==> src/rtl/keyleak_pkg.sv <==
package keyleak_pkg;

  typedef enum logic [1:0] {
    KL_BYTE   = 2'd0,
    KL_FULL   = 2'd1,
    KL_ROTATE = 2'd2
  } kl_mode_e;

  typedef enum logic [1:0] {
    ACT_IDLE      = 2'd0,
    ACT_LOAD_KEY  = 2'd1,
    ACT_LOAD_BYTE = 2'd2,
    ACT_ROTATE    = 2'd3
  } kl_act_e;

endpackage

==> src/rtl/kl_ctrl.sv <==
module kl_ctrl
  import keyleak_pkg::*;
#(
  parameter kl_mode_e MODE = KL_BYTE
) (
  input  logic    clk,
  input  logic    rst,
  input  logic    active,
  input  logic    round_done,
  output kl_act_e act,
  output logic    engaged
);

  // engaged: full mode = active seen last edge, rotate mode = sticky trigger
  always_ff @(posedge clk) begin
    if (rst) begin
      engaged <= 1'b0;
    end else begin
      case (MODE)
        KL_FULL:   engaged <= active;
        KL_ROTATE: engaged <= engaged | active;
        default:   engaged <= 1'b0;
      endcase
    end
  end

  always_comb begin
    act = ACT_IDLE;
    case (MODE)
      KL_BYTE: begin
        if (active) act = round_done ? ACT_LOAD_BYTE : ACT_ROTATE;
      end
      KL_FULL: begin
        if (active) act = engaged ? ACT_ROTATE : ACT_LOAD_KEY;
      end
      KL_ROTATE: begin
        if (engaged)     act = ACT_ROTATE;
        else if (active) act = ACT_LOAD_KEY;
      end
      default: act = ACT_IDLE;
    endcase
  end

endmodule

==> src/rtl/kl_shifter.sv <==
module kl_shifter
  import keyleak_pkg::*;
#(
  parameter int KEY_W  = 128,
  parameter int BYTE_W = 8
) (
  input  logic              clk,
  input  logic              rst,
  input  kl_act_e           act,
  input  logic [KEY_W-1:0]  key,
  input  logic [BYTE_W-1:0] key_byte,
  output logic [KEY_W-1:0]  q
);

  localparam logic [KEY_W-1:0] IDLE_PAT = {(KEY_W/2){2'b01}};

  logic [KEY_W-1:0] q_next;

  always_comb begin
    case (act)
      ACT_LOAD_KEY:  q_next = key;
      ACT_LOAD_BYTE: q_next = {q[KEY_W-BYTE_W-1:0], key_byte};
      ACT_ROTATE:    q_next = {q[0], q[KEY_W-1:1]};
      default:       q_next = IDLE_PAT;
    endcase
  end

  always_ff @(posedge clk) begin
    if (rst) q <= IDLE_PAT;
    else     q <= q_next;
  end

endmodule

==> src/rtl/keyleak_shreg.sv <==
module keyleak_shreg
  import keyleak_pkg::*;
#(
  parameter int       KEY_W  = 128,
  parameter int       BYTE_W = 8,
  parameter kl_mode_e MODE   = KL_BYTE
) (
  input  logic              clk,
  input  logic              rst,
  input  logic              active,
  input  logic              round_done,
  input  logic [BYTE_W-1:0] key_byte,
  input  logic [KEY_W-1:0]  key,
  output logic              leak_bit,
  output logic [KEY_W-1:0]  leak_reg
);

  localparam logic [KEY_W-1:0] IDLE_PAT = {(KEY_W/2){2'b01}};

  kl_act_e act;
  logic    engaged;

  kl_ctrl #(.MODE(MODE)) u_ctrl (
    .clk(clk), .rst(rst), .active(active), .round_done(round_done),
    .act(act), .engaged(engaged)
  );

  kl_shifter #(.KEY_W(KEY_W), .BYTE_W(BYTE_W)) u_shift (
    .clk(clk), .rst(rst), .act(act), .key(key), .key_byte(key_byte),
    .q(leak_reg)
  );

  assign leak_bit = leak_reg[0];

  a_r1_reset_idle: assert property (@(posedge clk) disable iff (rst)
    $past(rst) |-> (leak_reg == IDLE_PAT));

  generate
    if (MODE == KL_BYTE) begin : g_chk_byte
      a_r2_idle_byte: assert property (@(posedge clk) disable iff (rst)
        !active |=> (leak_reg == IDLE_PAT));
      a_r3_byte_load: assert property (@(posedge clk) disable iff (rst)
        (active && round_done) |=>
          (leak_reg[BYTE_W-1:0] == $past(key_byte)) &&
          (leak_reg[KEY_W-1:BYTE_W] == $past(leak_reg[KEY_W-BYTE_W-1:0])));
      a_r4_byte_rot: assert property (@(posedge clk) disable iff (rst)
        (active && !round_done) |=>
          (leak_reg == {$past(leak_reg[0]), $past(leak_reg[KEY_W-1:1])}));
    end else if (MODE == KL_FULL) begin : g_chk_full
      a_r2_idle_full: assert property (@(posedge clk) disable iff (rst)
        !active |=> (leak_reg == IDLE_PAT));
      a_r5_full_load: assert property (@(posedge clk) disable iff (rst)
        (active && !engaged) |=> (leak_reg == $past(key)));
      a_r6_full_rot: assert property (@(posedge clk) disable iff (rst)
        (active && engaged) |=>
          (leak_reg == {$past(leak_reg[0]), $past(leak_reg[KEY_W-1:1])}));
    end else begin : g_chk_rot
      a_r7_rot_sticky: assert property (@(posedge clk) disable iff (rst)
        engaged |=> engaged &&
          (leak_reg == {$past(leak_reg[0]), $past(leak_reg[KEY_W-1:1])}));
      a_r8_rot_wait: assert property (@(posedge clk) disable iff (rst)
        (!engaged && !active) |=> (leak_reg == IDLE_PAT));
    end
  endgenerate

endmodule

==> config.mk <==
export PLATFORM = sky130hd
export DESIGN_NAME = keyleak_shreg
export DESIGN_NICKNAME = d
export VERILOG_FILES = /design/src/rtl/keyleak_pkg.sv /design/src/rtl/kl_ctrl.sv /design/src/rtl/kl_shifter.sv /design/src/rtl/keyleak_shreg.sv
export SDC_FILE = /design/constraint.sdc
export NUM_CORES = 1
export LEC_CHECK = 0
export BUFFER_PORTS_ARGS = -buffer_cell sky130_fd_sc_hd__buf_4
export CORE_MARGIN = 2
export CORE_UTILIZATION = 34
export DETAILED_ROUTE_END_ITERATION = 16
export PLACE_DENSITY = 0.68
export SLEW_MARGIN = 20
export SYNTH_ARGS = -nofsm -noshare
export SYNTH_HDL_FRONTEND = slang
export SYNTH_SLANG_ARGS = --single-unit
==> constraint.sdc <==
create_clock -name clk -period 2.4 [get_ports clk]
set_input_delay 0.24 -clock clk [delete_from_list [all_inputs] [get_ports clk]]
set_output_delay 0.24 -clock clk [all_outputs]
set_load 0.01 [all_outputs]
==> impl_metrics.tcl <==
set metrics [dict create \
    status "complete, no violations" \
    timing.final.crit_share_pct 51.4 \
    synthDominantCellAreaShare_pct 55.1 \
    avgSynthCellArea_sq_um 11.2 \
    p_clk_share_pct 46.9 \
    cts_buffers 17 \
    first_iter_violations 156 \
    netlist_area_sq_um 4650 \
    drtPass1Iterations 4 \
    hp-class "in2reg" \
    maxSlewHeadroom_pct 52.5 \
    syn2layout_area_growth_pct 35.1 \
    hold_viol 0 \
    syn_inst 415 \
    top_register "u_shift.q" \
    fp.dieH_microns 121 \
    grt_pass1_wl_microns 17700 \
    fin_setup_tns_ns 0 \
    overflow 0 \
    reg_top3 "u_shift.q: 128 flops" \
    portBuffers 140 \
    timing.fmax_ghz 0.811 \
    wl_microns 11300 \
    core_sq_um 13300 \
    h-tree-depth 4 \
    ctsHoldBuffers 0 \
    yosysWarnings 0 \
    synth_nets 555 \
    yosysUniqueCellTypes 13 \
    p_comb_share_pct 9.9 \
    first_global_vias 3353 \
    dp_hpwl_microns 7780 \
    largest_register_ffs 128 \
    grt_max_degree 65 \
    crit_buf_inv 1 \
    num_vias 3384 \
    cts_buffer_depth 2 \
    grt_setup_unrepaired "false" \
    ctsResizeCount 0 \
    power_uw 5400 \
    drive_gt1_share_pct 31.2 \
    cp_data_arrival_time_ns 0.99 \
    cp-end-kind "output pin" \
    fill_cells 1233 \
    synth-edff-count 0 \
    crit_type "reg2out" \
    internal_power_uw 4130 \
    fp-row-count 42 \
    path_cells "buf_4" \
    p_per_area_nw_per_um2 859 \
    antenna_found_initial 0 \
    ys.flop_type "dfxtp_1" \
    ir_drop_mv 0.544 \
    clkSinkCount 128 \
    crit_fanout 4 \
    synth-seq-cells 128 \
    fin_crit_ns 1.23 \
    ant_nets 0 \
    p_sw_share_pct 23.4 \
    synth_common_cells "dfxtp_1, mux2i_1, nand2_1, nor2_1, buf_2" \
    drc_errors 0 \
    power.switching_uw 1270 \
    leakagePower_uw 0.00301 \
    tritoncts "built" \
    antennaDiodeCount 0 \
    dieArea_sq_um 14600 \
    avgViaCountPerCell 4.57 \
    insertion_delay_ns 0.41 \
    pwr-share-seq_pct 43.2 \
    wl_per_cell_microns 15.2 \
    skew_ns 0.00444 \
    cap_violations 0 \
    synth_seq_area_share_pct 55.1 \
    startpoint_type "flip-flop" \
    cpMaxStageDelayCell "dfxtp_1" \
    cp_slowest_stage_delay_ns 0.42 \
    start_util_pct 35.0 \
    place_congestion 0.719 \
    cts_setup_buffers 0 \
    worstMarginPinSlew_ns 0.712 \
    required_ns 2.16 \
    final_nets 691 \
    slew_viol_final 0 \
    die_w_microns 121 \
    yosysTopAreaCell "dfxtp_1" \
    grt_util_all_layers_pct 15.7 \
    ios 269 \
    synth_area_leaders "dfxtp_1, mux2i_1, nand2_1" \
    timing.final.setup_violations 0 \
    root_buffer "clkbuf_16" \
    async_reset_ff_share_pct 0 \
    path_clk_slew_ns 0.06 \
    cp_top_family "flip-flops" \
]
[kinds of logic after synthesis]
group | count (synthesis) | synth area share, %
buffers and inverters | 29 | 6.80
DFF | 128 | 55.1
muxes | 128 | 27.5
and+or+nand+nor | 130 | 10.6
[cells in the final DEF, fill, tap and decap left out, drive strengths merged]
cell type    n
clkinvlp     4
nor2        64
nand2       64
clkbuf      21
mux2i      128
bufinv       3
nand2b       1
clkinv       4
buf        146
dfxtp      128
nor2b        1
[final timing paths]
check	from	endpoint	slack [ns]	cells after the start
worst min-delay path	key_byte[0]	u_shift.q[0]$_SDFF_PP1_	0.04	3
worst max-delay path	u_shift.q[0]$_SDFF_PP1_	leak_bit	1.17	1
worst max register to register	u_shift.q[0]$_SDFF_PP1_	u_shift.q[8]$_SDFF_PP1_	1.68	2
worst min register to register	u_shift.q[123]$_SDFF_PP0_	u_shift.q[122]$_SDFF_PP1_	0.48	2
[power groups by stage]
stage	Combinational (uW)	Sequential (uW)	Clock, uW
4_1_cts	540	2340	2570
3_5_place_dp	538	2380	0
6_report	534	2340	2530
5_1_grt	580	2350	2680
3_3_place_gp	529	2380	0
2_1_floorplan	296	2400	0
[area by class of cell]
type | count | area (sq um) | share of cell area (%)
tap | 176 | 220 | 3.50
clock inverter | 11 | 140 | 2.23
multi-input combinational | 258 | 1780 | 28.4
timing repair buffer | 146 | 1140 | 18.1
sequential | 128 | 2560 | 40.8
clock buffer | 21 | 440 | 7.01
[stage by stage]
step	cells	area, sq um	hold WS, ns	worst slack, ns	util (%)
floorplan	415	4650	0.368	1.49	-
global placement	708	5700	0.456	0.963	42.9
finish	740	6280	0.0418	1.17	47.3
global route	740	6280	0.0303	1.12	47.3
detailed placement	708	5700	0.461	0.927	42.9
CTS	740	6280	0.0285	1.14	47.3
[routing by layer]
layer	vias to the layer above	part of all wire, %	GRT usage (%)
met2	129	43	23.0
met1	1593	46	20.3
met5	-	0	0
met3	10	10	7.61
li1	1652	-	-
met4	0	0.86	5.01
Note: power is estimated with default switching activity, not from simulation.
